$ cat src/rtl/sysctl_pkg.sv
package sysctl_pkg;
    typedef enum logic {
        INIT_IDLE  = 1'b0,
        INIT_PULSE = 1'b1
    } init_state_t;
endpackage

$ cat src/rtl/sysctl_idx_reg.sv
module sysctl_idx_reg #(
    parameter int IDX_W = 7
) (
    input  logic             clk,
    input  logic             rst_n,
    input  logic             wr_en,
    input  logic [IDX_W:0]   wdata,
    output logic             nmi_mask,
    output logic [IDX_W-1:0] rtc_index
);
    // mask resets set, index resets to zero
    always_ff @(posedge clk) begin
        if (!rst_n) begin
            nmi_mask  <= 1'b1;
            rtc_index <= '0;
        end else if (wr_en) begin
            nmi_mask  <= wdata[IDX_W];
            rtc_index <= wdata[IDX_W-1:0];
        end
    end
endmodule

$ cat src/rtl/sysctl_init_fsm.sv
module sysctl_init_fsm
    import sysctl_pkg::*;
#(
    parameter int PULSE_CYCLES = 16
) (
    input  logic       clk,
    input  logic       rst_n,
    input  logic       wr_en,
    input  logic [1:0] wdata,
    output logic       alt_a20,
    output logic       init_bit,
    output logic       init_n
);
    localparam int CNT_W = (PULSE_CYCLES > 2) ? $clog2(PULSE_CYCLES) : 1;
    localparam logic [CNT_W-1:0] LAST = CNT_W'(PULSE_CYCLES - 1);

    init_state_t     state_q, state_d;
    logic [CNT_W-1:0] cnt_q;
    logic             trigger;

    // only a 0-to-1 change of the stored bit can start a pulse
    assign trigger = wr_en && wdata[0] && !init_bit;

    always_ff @(posedge clk) begin
        if (!rst_n) begin
            alt_a20  <= 1'b0;
            init_bit <= 1'b0;
        end else if (wr_en) begin
            alt_a20  <= wdata[1];
            init_bit <= wdata[0];
        end
    end

    always_comb begin
        state_d = state_q;
        unique case (state_q)
            INIT_IDLE:  if (trigger)       state_d = INIT_PULSE; // IDLE_TO_PULSE
            INIT_PULSE: if (cnt_q == LAST) state_d = INIT_IDLE;  // PULSE_TO_IDLE
            default:                       state_d = INIT_IDLE;
        endcase
    end

    always_ff @(posedge clk) begin
        if (!rst_n) begin
            state_q <= INIT_IDLE;
            cnt_q   <= '0;
        end else begin
            state_q <= state_d;
            cnt_q   <= (state_q == INIT_PULSE) ? cnt_q + 1'b1 : '0;
        end
    end

    always_comb begin
        init_n = (state_q != INIT_PULSE);
    end
endmodule

$ cat src/rtl/sysctl_misc_ctl.sv
module sysctl_misc_ctl (
    input  logic       clk,
    input  logic       rst_n,
    input  logic       wr_en,
    input  logic [2:0] wdata,
    input  logic       err_src,
    input  logic       tmr2_out,
    output logic       tmr2_gate,
    output logic       spkr_en,
    output logic       err_dis,
    output logic       err_pend,
    output logic       spkr_out
);
    logic pend_q;

    always_ff @(posedge clk) begin
        if (!rst_n) begin
            tmr2_gate <= 1'b0;
            spkr_en   <= 1'b0;
            err_dis   <= 1'b0;
        end else if (wr_en) begin
            tmr2_gate <= wdata[0];
            spkr_en   <= wdata[1];
            err_dis   <= wdata[2];
        end
    end

    // disable clears the latch and blocks new events
    always_ff @(posedge clk) begin
        if (!rst_n)       pend_q <= 1'b0;
        else if (err_dis) pend_q <= 1'b0;
        else if (err_src) pend_q <= 1'b1;
    end

    assign err_pend = pend_q && !err_dis;

    assign spkr_out = spkr_en && tmr2_out;
endmodule

$ cat src/rtl/sysctl_ports.sv
module sysctl_ports #(
    parameter int             ADDR_W       = 8,
    parameter int             PULSE_CYCLES = 16,
    parameter logic [ADDR_W-1:0] PORT_IDX   = ADDR_W'('h70),
    parameter logic [ADDR_W-1:0] PORT_ALIAS = ADDR_W'('h74),
    parameter logic [ADDR_W-1:0] PORT_CTL   = ADDR_W'('h61),
    parameter logic [ADDR_W-1:0] PORT_A20   = ADDR_W'('h92)
) (
    input  logic              clk,
    input  logic              rst_n,
    input  logic [ADDR_W-1:0] io_addr,
    input  logic [7:0]        io_wdata,
    input  logic              io_wr,
    input  logic              io_rd,
    output logic [7:0]        io_rdata,
    input  logic              alt_access,
    input  logic              a20_gate_in,
    input  logic              err_src,
    input  logic              tmr2_out,
    output logic [6:0]        rtc_index,
    output logic              a20_mask,
    output logic              init_n,
    output logic              tmr2_gate,
    output logic              spkr_out,
    output logic              nmi_out
);
    localparam int IDX_W = 7;

    logic hit_idx, hit_alias, hit_ctl, hit_a20;
    logic nmi_mask, alt_a20, init_bit, spkr_en, err_dis, err_pend;

    assign hit_idx   = (io_addr == PORT_IDX);
    assign hit_alias = (io_addr == PORT_ALIAS);
    assign hit_ctl   = (io_addr == PORT_CTL);
    assign hit_a20   = (io_addr == PORT_A20);

    sysctl_idx_reg #(.IDX_W(IDX_W)) u_idx (
        .clk       (clk),
        .rst_n     (rst_n),
        .wr_en     (io_wr && (hit_idx || hit_alias)),
        .wdata     (io_wdata),
        .nmi_mask  (nmi_mask),
        .rtc_index (rtc_index)
    );

    sysctl_init_fsm #(.PULSE_CYCLES(PULSE_CYCLES)) u_init (
        .clk      (clk),
        .rst_n    (rst_n),
        .wr_en    (io_wr && hit_a20),
        .wdata    (io_wdata[1:0]),
        .alt_a20  (alt_a20),
        .init_bit (init_bit),
        .init_n   (init_n)
    );

    sysctl_misc_ctl u_ctl (
        .clk       (clk),
        .rst_n     (rst_n),
        .wr_en     (io_wr && hit_ctl),
        .wdata     (io_wdata[2:0]),
        .err_src   (err_src),
        .tmr2_out  (tmr2_out),
        .tmr2_gate (tmr2_gate),
        .spkr_en   (spkr_en),
        .err_dis   (err_dis),
        .err_pend  (err_pend),
        .spkr_out  (spkr_out)
    );


    assign a20_mask = alt_a20 || a20_gate_in;

    assign nmi_out  = err_pend && !nmi_mask;

    // combinational read mux
    always_comb begin
        io_rdata = 8'h00;
        if (io_rd) begin
            if (hit_idx)
                io_rdata = {nmi_mask, alt_access ? rtc_index : 7'd0};
            else if (hit_alias)
                io_rdata = {nmi_mask, rtc_index};
            else if (hit_ctl)
                io_rdata = {err_pend, 4'd0, err_dis, spkr_en, tmr2_gate};
            else if (hit_a20)
                io_rdata = {6'd0, alt_a20, init_bit};
        end
    end
endmodule

$ cat config.mk
export PLATFORM = sky130hd
export DESIGN_NAME = sysctl_ports
export DESIGN_NICKNAME = d
export VERILOG_FILES = /design/src/rtl/sysctl_pkg.sv /design/src/rtl/sysctl_idx_reg.sv /design/src/rtl/sysctl_init_fsm.sv /design/src/rtl/sysctl_misc_ctl.sv /design/src/rtl/sysctl_ports.sv
export SDC_FILE = /design/constraint.sdc
export NUM_CORES = 1
export LEC_CHECK = 0
export ABC_CLOCK_PERIOD_IN_PS = 1270
export BUFFER_PORTS_ARGS = -buffer_cell sky130_fd_sc_hd__buf_2
export CAP_MARGIN = 20
export CORE_ASPECT_RATIO = 1.1
export CORE_UTILIZATION = 42
export DETAILED_ROUTE_END_ITERATION = 8
export GPL_ROUTABILITY_DRIVEN = 0
export PLACE_DENSITY = 0.86
export SYNTH_ARGS = -nofsm -noshare
export SYNTH_HDL_FRONTEND = slang
export SYNTH_SLANG_ARGS = --single-unit
export TNS_END_PERCENT = 10
$ cat constraint.sdc
create_clock -name clk -period 1.27 [get_ports clk]
set_clock_uncertainty 0.15 [all_clocks]
set_input_delay 0.1905 -clock clk [delete_from_list [all_inputs] [get_ports clk]]
set_output_delay 0.1905 -clock clk [all_outputs]
set_load 0.1 [all_outputs]
== After elaboration in Yosys (flattened, before gate mapping) ==
Index checks and enable logic that the tools add are counted.
W data, S select, Z words.
Storage, ports and cells
  bits in registers: 19
  input bits: 24
  output and inout bits: 20
  word-level logic and storage cells: 42
Operators by class
  $add $sub $neg: 1
  equality and inequality tests: 5
  muxes and demuxes: 9
  bitwise operators: 2
  reduce and logical (&&, ||, !) cells: 15
Operators with widths (count)
  $mux W8: 4
  $eq A8 B7 Y1 const B: 3
  $eq A8 B8 Y1 const B: 1
  $logic_and A1 B1 Y1: 8
  $mux W7: 1
  $add A4 B1 Y4 const B: 1
  $eq A4 B4 Y1 const B: 1
  $logic_not A1 Y1: 3
  $logic_or A1 B1 Y1: 2
  $mux W1: 2
  $mux W2: 1
  $not A1 Y1: 2
  $pmux W1 S2: 1
  $reduce_and A2 Y1: 1
  $reduce_or A2 Y1: 1

== Depth between registers and ports, before layout ==
Gate-level depths: netlist of the first run.
  word-level depth: 6
  mapped depth: 5
  depth with buffers taken out: 4

== Hierarchy ==
Synthesis of the first run repeated with hierarchy kept, for this count alone.
Unflattened totals
  cells, all modules: 99
  area total of the unflattened synthesis: 992.2 µm²
Modules (own cells, without submodules)
  sysctl_idx_reg: instances 1, cells an instance 25, area an instance 299.0 µm², sequential area each 160.2 µm²
  sysctl_ports: instances 1, cells an instance 35, area an instance 272.8 µm², sequential area each 0.0 µm²
  sysctl_init_fsm: instances 1, cells an instance 25, area an instance 267.8 µm², sequential area each 140.1 µm²
  sysctl_misc_ctl: instances 1, cells an instance 14, area an instance 152.6 µm², sequential area each 80.1 µm²

== Worst setup path after synthesis of the first run ==
No wires, ideal clock.
  path kind: reg-to-output
  start point: register u_ctl.tmr2_gate
  end point: output port io_rdata[0]
  data arrival time: 2.805 ns
  data required time: 0.929 ns
  path slack: -1.876 ns
  stages on the path, launching flop included: 3
  buffers on the path: 0
  cell sequence: dfxtp_1 > nand3_1 > a31oi_1
Between the ends
  word-level cells in the longest chain between the ends: 4
RTL lines
  start: declaration: RTL line sysctl_misc_ctl.sv:8  | output logic tmr2_gate,
  start signal: assignment: RTL line sysctl_misc_ctl.sv:22  | tmr2_gate <= wdata[0];
  $mux W8: RTL line sysctl_ports.sv:83  | else if (hit_ctl)
  $mux W8: RTL line sysctl_ports.sv:81  | else if (hit_alias)
  $mux W8: RTL line sysctl_ports.sv:79  | if (hit_idx)
  $mux W8: RTL line sysctl_ports.sv:78  | if (io_rd) begin
  end: declaration: RTL line sysctl_ports.sv:15  | output logic [7:0] io_rdata,
Every way passes these cells.

== Worst setup path in the final report of the first run ==
  start point: register u_idx.rtc_index[0]
  end point: output port io_rdata[0]
Between the ends
  word-level cells in the longest chain between the ends: 3
  elaborated cells on any way between the ends: 4
  classes of those cells: mux: 4
RTL lines
  start: declaration: RTL line sysctl_idx_reg.sv:9  | output logic [IDX_W-1:0] rtc_index
  start signal: assignment: RTL line sysctl_idx_reg.sv:18  | rtc_index <= wdata[IDX_W-1:0];
  $mux W8 or $mux W7 (tied branches): RTL line sysctl_ports.sv:81, sysctl_ports.sv:80
  $mux W8 *: RTL line sysctl_ports.sv:79
  $mux W8 *: RTL line sysctl_ports.sv:78
Every way passes the cells marked *; elsewhere a longest branch is shown, timed or not.

==> impl_metrics.py, run 1 <==
metrics = {
    "floorplanning": {
        "die_area_um2": 2790,
        "die_y_um": 55.3,
        "rows": 18,
        "core_area_um2": 2340,
        "start_util_pct": 46.3,
        "ios": 44,
        "die_w_um": 50.5,
    },
    "cts": {
        "numCtsBuffers": 3,
        "cts_tree": "yes",
        "h-tree-depth": 1,
        "cts.sinks": 19,
        "cts-root-buf": "clkbuf_4",
        "clkSlewWorstSetupHoldPaths_ns": 0.13,
        "max-clock-path-buffers": 2,
        "clock_latency_ns": 0.32,
    },
    "synth": {
        "ys_seq_area_share_pct": 35.1,
        "synth.avg_cell_area_um2": 8.82,
        "synth_cell_types": 37,
        "ys_ff_latch": 19,
        "synth-edff-count": 0,
        "postSynthCellCount": 123,
        "synth-async-reset-ratio_pct": 0,
        "yosys_warnings": 0,
        "syn_area_um2": 1080,
        "ys.flop_type": "dfxtp_1",
        "synth_nets": 148,
    },
    "placement": {
        "dpl_cell_area_um2": 1920,
        "port_buffers": 43,
        "hpwl_mm": 3.31,
    },
    "flow_run": {
        "drv_cap": 0,
    },
    "detailed_routing": {
        "drtAntennaViolNets": 0,
        "vias": 1622,
        "avgRoutedWirePerCell_um": 27.4,
        "firstDrtPassIters": 5,
        "drt_wl_total_mm": 6.34,
        "drt-initial-drc-count": 175,
        "drc_errors": 0,
        "vias_per_cell": 7.02,
    },
    "final_layout": {
        "postLayoutCoreUtil_pct": 91.8,
        "layout_common_cells": "buf_4 (28), buf_2 (21), buf_12 (19)",
        "postLayoutCellArea_um2": 2150,
        "antenna_cells": 0,
        "drive_gt1_share_pct": 62.7,
        "synthToLayoutAreaGrowth_pct": 98.3,
        "nFillCells": 77,
        "mostFrequentLayoutCell": "buf_4",
        "nNetsFinal": 227,
    },
    "global_route": {
        "grt_start_max_net_pins": 17,
        "grt_pass1_wl_mm": 8.32,
        "grt_antenna_before_repair": 0,
        "grt_overflow": 0,
        "grt_pass1_vias": 1594,
        "grtUsageTotal_pct": 40.4,
    },
    "timing": {
        "fin_crit_sh_pct": 146,
        "drv_slew": 0,
        "finalSetupTns_ns": -5.18,
        "fmax_ghz": 0.539,
        "worst_pin_slew_ns": 0.538,
        "post-route-min-period_ns": 1.85,
        "slew_headroom_pct": 64.1,
        "hold_viol": 0,
        "rsz0062_at_grt": "yes",
        "finalWorstSetupSlack_ns": -0.585,
        "setup-violations-final": 21,
    },
    "critical_path": {
        "crit_slowest_cell": "dfxtp_4",
        "arrival_ns": 1.51,
        "cpPeakStageDelay_ns": 0.37,
        "cp.required_ns": 0.93,
        "path_cells": "o21a_1 > o31ai_2 > buf_4 > a31oi_4 > buf_12",
        "crit_path_end_kind": "primary output",
        "start_kind": "flop",
        "cp_max_fo": 2,
        "critical_path_class": "reg -> out",
    },
    "hold_path": {
        "hp-class": "in -> reg",
    },
    "power": {
        "p_leak_nw": 0.849,
        "irDropWorstVdd_uv": 652,
        "power_density_nw_per_um2": 569,
        "power_mw": 1.22,
    },
    "run_status": {
        "status": "finished with violations",
        "violations": "negative setup slack",
    },
}
[synth_stat cells, types with 2 or more instances]
library cell | count | area share [%]
dfxtp_1 | 19 | 35
nand4_1 | 14 | 8.1
a21oi_1 | 13 | 6.0
nand3_1 | 7 | 3.2
buf_2 | 6 | 2.8
o31ai_1 | 6 | 4.2
o31ai_2 | 6 | 6.9
and2_1 | 5 | 2.9
inv_1 | 5 | 1.7
nor2_1 | 4 | 1.4
a31oi_1 | 3 | 1.7
clkbuf_1 | 3 | 1.0
nand2_1 | 3 | 1.0
a21boi_1 | 2 | 1.4
a31o_2 | 2 | 1.6
nor3b_1 | 2 | 1.4
nor4b_2 | 2 | 2.8
o21a_1 | 2 | 1.4
[power by group]
| part | switching (mW) | internal [mW] |
|---|---|---|
| logic | 0.162 | 0.125 |
| registers | 0.00359 | 0.590 |
| clock network | 0.225 | 0.118 |
[area by class of cell]
class,count,area (um^2),area share (%)
Timing Repair Buffer,84,871,40.5
Inverter,5,18.8,0.873
Sequential cell,19,405,18.8
Clock buffer,3,22.5,1.05
Tap cell,30,37.5,1.75
Clock inverter,1,5.00,0.233
Multi-Input combinational cell,89,791,36.8
[routing by layer]
layer	GRT usage [%]	vias up	share of wire, %
met5	0	-	0
met4	29.0	0	8.7
met3	6.89	63	9.7
met2	70.1	192	48
met1	42.8	737	33
li1	-	630	-
[worst paths after layout]
check	start	end	slack [ns]	cells past startpoint
max reg2reg	u_init.cnt_q[0]	u_init.cnt_q[3]	0.03	3
min reg2reg	u_init.cnt_q[0]	u_init.cnt_q[0]	0.37	1
min	io_wdata[1]	u_init.alt_a20	0.03	3
max	u_idx.rtc_index[0]	io_rdata[0]	-0.58	5
[worst max-delay path: cells and delay by family (launching register included)]
kind	cells	cell delay, ns
flops	1	0.37
buf+inv	2	0.37
compound gates	3	0.44
[through the flow]
step	cells	setup slack, ns	hold slack (ns)
global placement	217	-0.532	0.265
finish	231	-0.585	0.0253
CTS	230	-0.514	0.00329
floorplan	123	-0.457	0.120
detailed placement	217	-0.648	0.279
global route	231	-0.848	0.0174
[registers in the layout, summed over array words and instances, names as in the netlist]
name and flops:
u_ctl.err_dis 1, u_ctl.pend_q 1, u_init.init_bit 1, u_init.cnt_q 4
u_ctl.spkr_en 1, u_init.alt_a20 1, u_init.state_q 1, u_idx.nmi_mask 1
u_idx.rtc_index 7, u_ctl.tmr2_gate 1
[cell families (layout without fill, tap and decap cells)]
family | after synthesis | in the layout | share of synthesized area (%)
simple gates | 49 | 49 | 30.7
compound gates | 37 | 37 | 24.9
flops | 19 | 19 | 35.1
buf+inv | 15 | 93 | 6.57
xor+xnor | 2 | 2 | 1.62
fa+ha+maj | 1 | 1 | 1.15
[timing repair]
item	4_1_cts	5_1_grt
hold buffers	6	1
resized for setup	12	19
setup endpoints to repair	21	20
hold endpoints to repair	7	1
pin swaps	4	3
setup buffers	3	0
Power figures use the tool's default switching activity.
==> inputs of run 2 (changes only) <==
--- a/config.mk
+++ b/config.mk
@@ -5,14 +5,14 @@
 export SDC_FILE = /design/constraint.sdc
 export NUM_CORES = 1
 export LEC_CHECK = 0
-export ABC_CLOCK_PERIOD_IN_PS = 1270
+export ABC_CLOCK_PERIOD_IN_PS = 2000
 export BUFFER_PORTS_ARGS = -buffer_cell sky130_fd_sc_hd__buf_2
 export CAP_MARGIN = 20
 export CORE_ASPECT_RATIO = 1.1
-export CORE_UTILIZATION = 42
+export CORE_UTILIZATION = 26
 export DETAILED_ROUTE_END_ITERATION = 8
 export GPL_ROUTABILITY_DRIVEN = 0
-export PLACE_DENSITY = 0.86
+export PLACE_DENSITY = 0.6
 export SYNTH_ARGS = -nofsm -noshare
 export SYNTH_HDL_FRONTEND = slang
 export SYNTH_SLANG_ARGS = --single-unit
==> constraint.sdc (replaced) <==
create_clock -name clk -period 2 [get_ports clk]
set_clock_uncertainty 0.15 [all_clocks]
set_input_delay 0.3 -clock clk [delete_from_list [all_inputs] [get_ports clk]]
set_output_delay 0.3 -clock clk [all_outputs]
set_load 0.1 [all_outputs]
==> impl_metrics.py, run 2 (synthesis results as in run 1) <==
metrics = {
    "floorplanning": {
        "core_area_um2": 3990,
        "ios": 44,
        "die_area_um2": 4430,
        "rows": 24,
        "start_util_pct": 27.2,
        "die_w_um": 63.6,
        "die_y_um": 69.7,
    },
    "critical_path": {
        "crit_family": "buffers and inverters",
        "critical_path_buf_inv_count": 3,
        "path_cells": "buf_2 > nor4bb_1 > buf_4 > nand3_1 > a31oi_2 > buf_12",
        "worstReg2RegEnd": "u_init.cnt_q[1]",
        "cp.depth": 6,
        "arrival_ns": 1.48,
        "start_kind": "primary input",
        "setup.worst_path.end": "io_rdata[1]",
        "cp_max_fo": 7,
        "cpPeakStageDelay_ns": 0.29,
        "cp-startpoint": "io_addr[2]",
        "crit_slowest_cell": "nor4bb_1",
        "r2r_start": "u_init.cnt_q[0]",
        "reg2reg_setup_slack_ns": 0.97,
        "crit_path_end_kind": "primary output",
        "critical_path_class": "in -> out",
        "reg2reg_depth": 2,
        "cp.required_ns": 1.55,
    },
    "power": {
        "power_mw": 0.764,
        "power_density_nw_per_um2": 470,
        "irDropWorstVdd_uv": 421,
        "p_seq_share_pct": 49.9,
        "pwr-share-clk_pct": 35.5,
        "comb_power_share_pct": 14.6,
        "intPower_mw": 0.564,
        "p_sw_mw": 0.200,
        "switching_share_pct": 26.2,
        "p_leak_nw": 0.608,
    },
    "cts": {
        "cts.sinks": 19,
        "post_cts_buffers": 0,
        "postCtsHoldBufs": 0,
        "numCtsBuffers": 3,
        "clkSlewWorstSetupHoldPaths_ns": 0.07,
        "clock_latency_ns": 0.25,
        "max-clock-path-buffers": 2,
        "cts_tree": "yes",
        "cts-root-buf": "clkbuf_8",
        "h-tree-depth": 1,
    },
    "final_layout": {
        "synthToLayoutAreaGrowth_pct": 49.9,
        "nNetsFinal": 197,
        "regMostFlops": "u_idx.rtc_index",
        "mostFrequentLayoutCell": "buf_2",
        "final_cells": 223,
        "layout_common_cells": "buf_2 (35), dfxtp_1 (19), nand4_1 (14)",
        "drive_gt1_share_pct": 45.6,
        "postLayoutCoreUtil_pct": 40.7,
        "antenna_cells": 0,
        "reg_top3": "u_idx.rtc_index: 7 flops, u_init.cnt_q: 4 flops",
        "largest_reg_flops": 7,
    },
    "timing": {
        "fin_crit_sh_pct": 96.4,
        "finalSetupTns_ns": 0,
        "finalWorstSetupSlack_ns": 0.0725,
        "slew_headroom_pct": 68.0,
        "fmax_ghz": 0.519,
        "drv_slew": 0,
        "post-route-min-period_ns": 1.93,
        "setup-violations-final": 0,
        "hold_viol": 0,
        "worst_pin_slew_ns": 0.484,
    },
    "placement": {
        "hpwl_mm": 2.32,
        "dp_slack_ns": -0.0311,
        "dp_cells": 219,
        "port_buffers": 43,
    },
    "detailed_routing": {
        "drt_wl_total_mm": 3.02,
        "drt-initial-drc-count": 34,
        "vias_per_cell": 5.13,
        "drtAntennaViolNets": 0,
        "drc_errors": 0,
        "firstDrtPassIters": 4,
        "vias": 1143,
        "avgRoutedWirePerCell_um": 13.5,
    },
    "global_route": {
        "grt_overflow": 0,
        "grtUsageTotal_pct": 13.8,
        "grt_pass1_vias": 1064,
        "grt_pass1_wl_mm": 4.89,
        "grt_antenna_before_repair": 0,
        "grt_start_max_net_pins": 19,
    },
    "run_status": {
        "status": "complete, no violations",
    },
    "hold_path": {
        "hp-class": "in -> reg",
        "holdCritStartpoint": "rst_n",
    },
    "flow_run": {
        "drv_cap": 0,
    },
}
==> run 2: final cells by class <==
class                      count  area (um^2)
inverter                       5         18.8
multi-input combinational     89          687
sequential                    19          380
fill                         418         2370
timing repair buffer          54          430
clock buffer                   4         45.0
tap                           52         65.1
==> run 2: layer usage <==
layer,track usage [%],up-vias,part of all wire (%)
li1,-,567,-
met1,17.7,532,43
met2,22.6,42,49
met3,4.44,2,7.5
met4,2.27,0,0.46
met5,0,-,0
==> run 2: worst min path at each step <==
| stage | slack (ns) | depth (start not counted) | endpoint |
|---|---|---|---|
| floorplan | 0.23 | 1 | u_idx.nmi_mask |
| global placement | 0.28 | 1 | u_init.cnt_q[0] |
| CTS | 0.12 | 2 | u_idx.nmi_mask |
| detailed placement | 0.30 | 1 | u_init.cnt_q[0] |
| finish | 0.12 | 2 | u_idx.nmi_mask |
| global route | 0.12 | 2 | u_idx.nmi_mask |
==> run 2: timing repair <==
action | CTS | global route
resized for setup | 0 | 6
pin swaps | 1 | 0
endpoints found under the setup margin | 4 | 6
==> run 2: through the flow <==
step / area (um^2) / hold WS (ns)
after CTS: 1590 / 0.118
after global routing: 1630 / 0.122
final: 1630 / 0.120
after global placement: 1550 / 0.281
after floorplan: 1110 / 0.230
after detailed placement: 1550 / 0.299
==> run 2: power by group through the flow <==
stage / clock network, mW / registers (mW) / logic, mW
final: 0.271 / 0.381 / 0.111
after global routing: 0.288 / 0.382 / 0.120
after CTS: 0.278 / 0.381 / 0.106
after detailed placement: 0 / 0.390 / 0.106
after global placement: 0 / 0.390 / 0.106
after floorplan: 0 / 0.392 / 0.0519
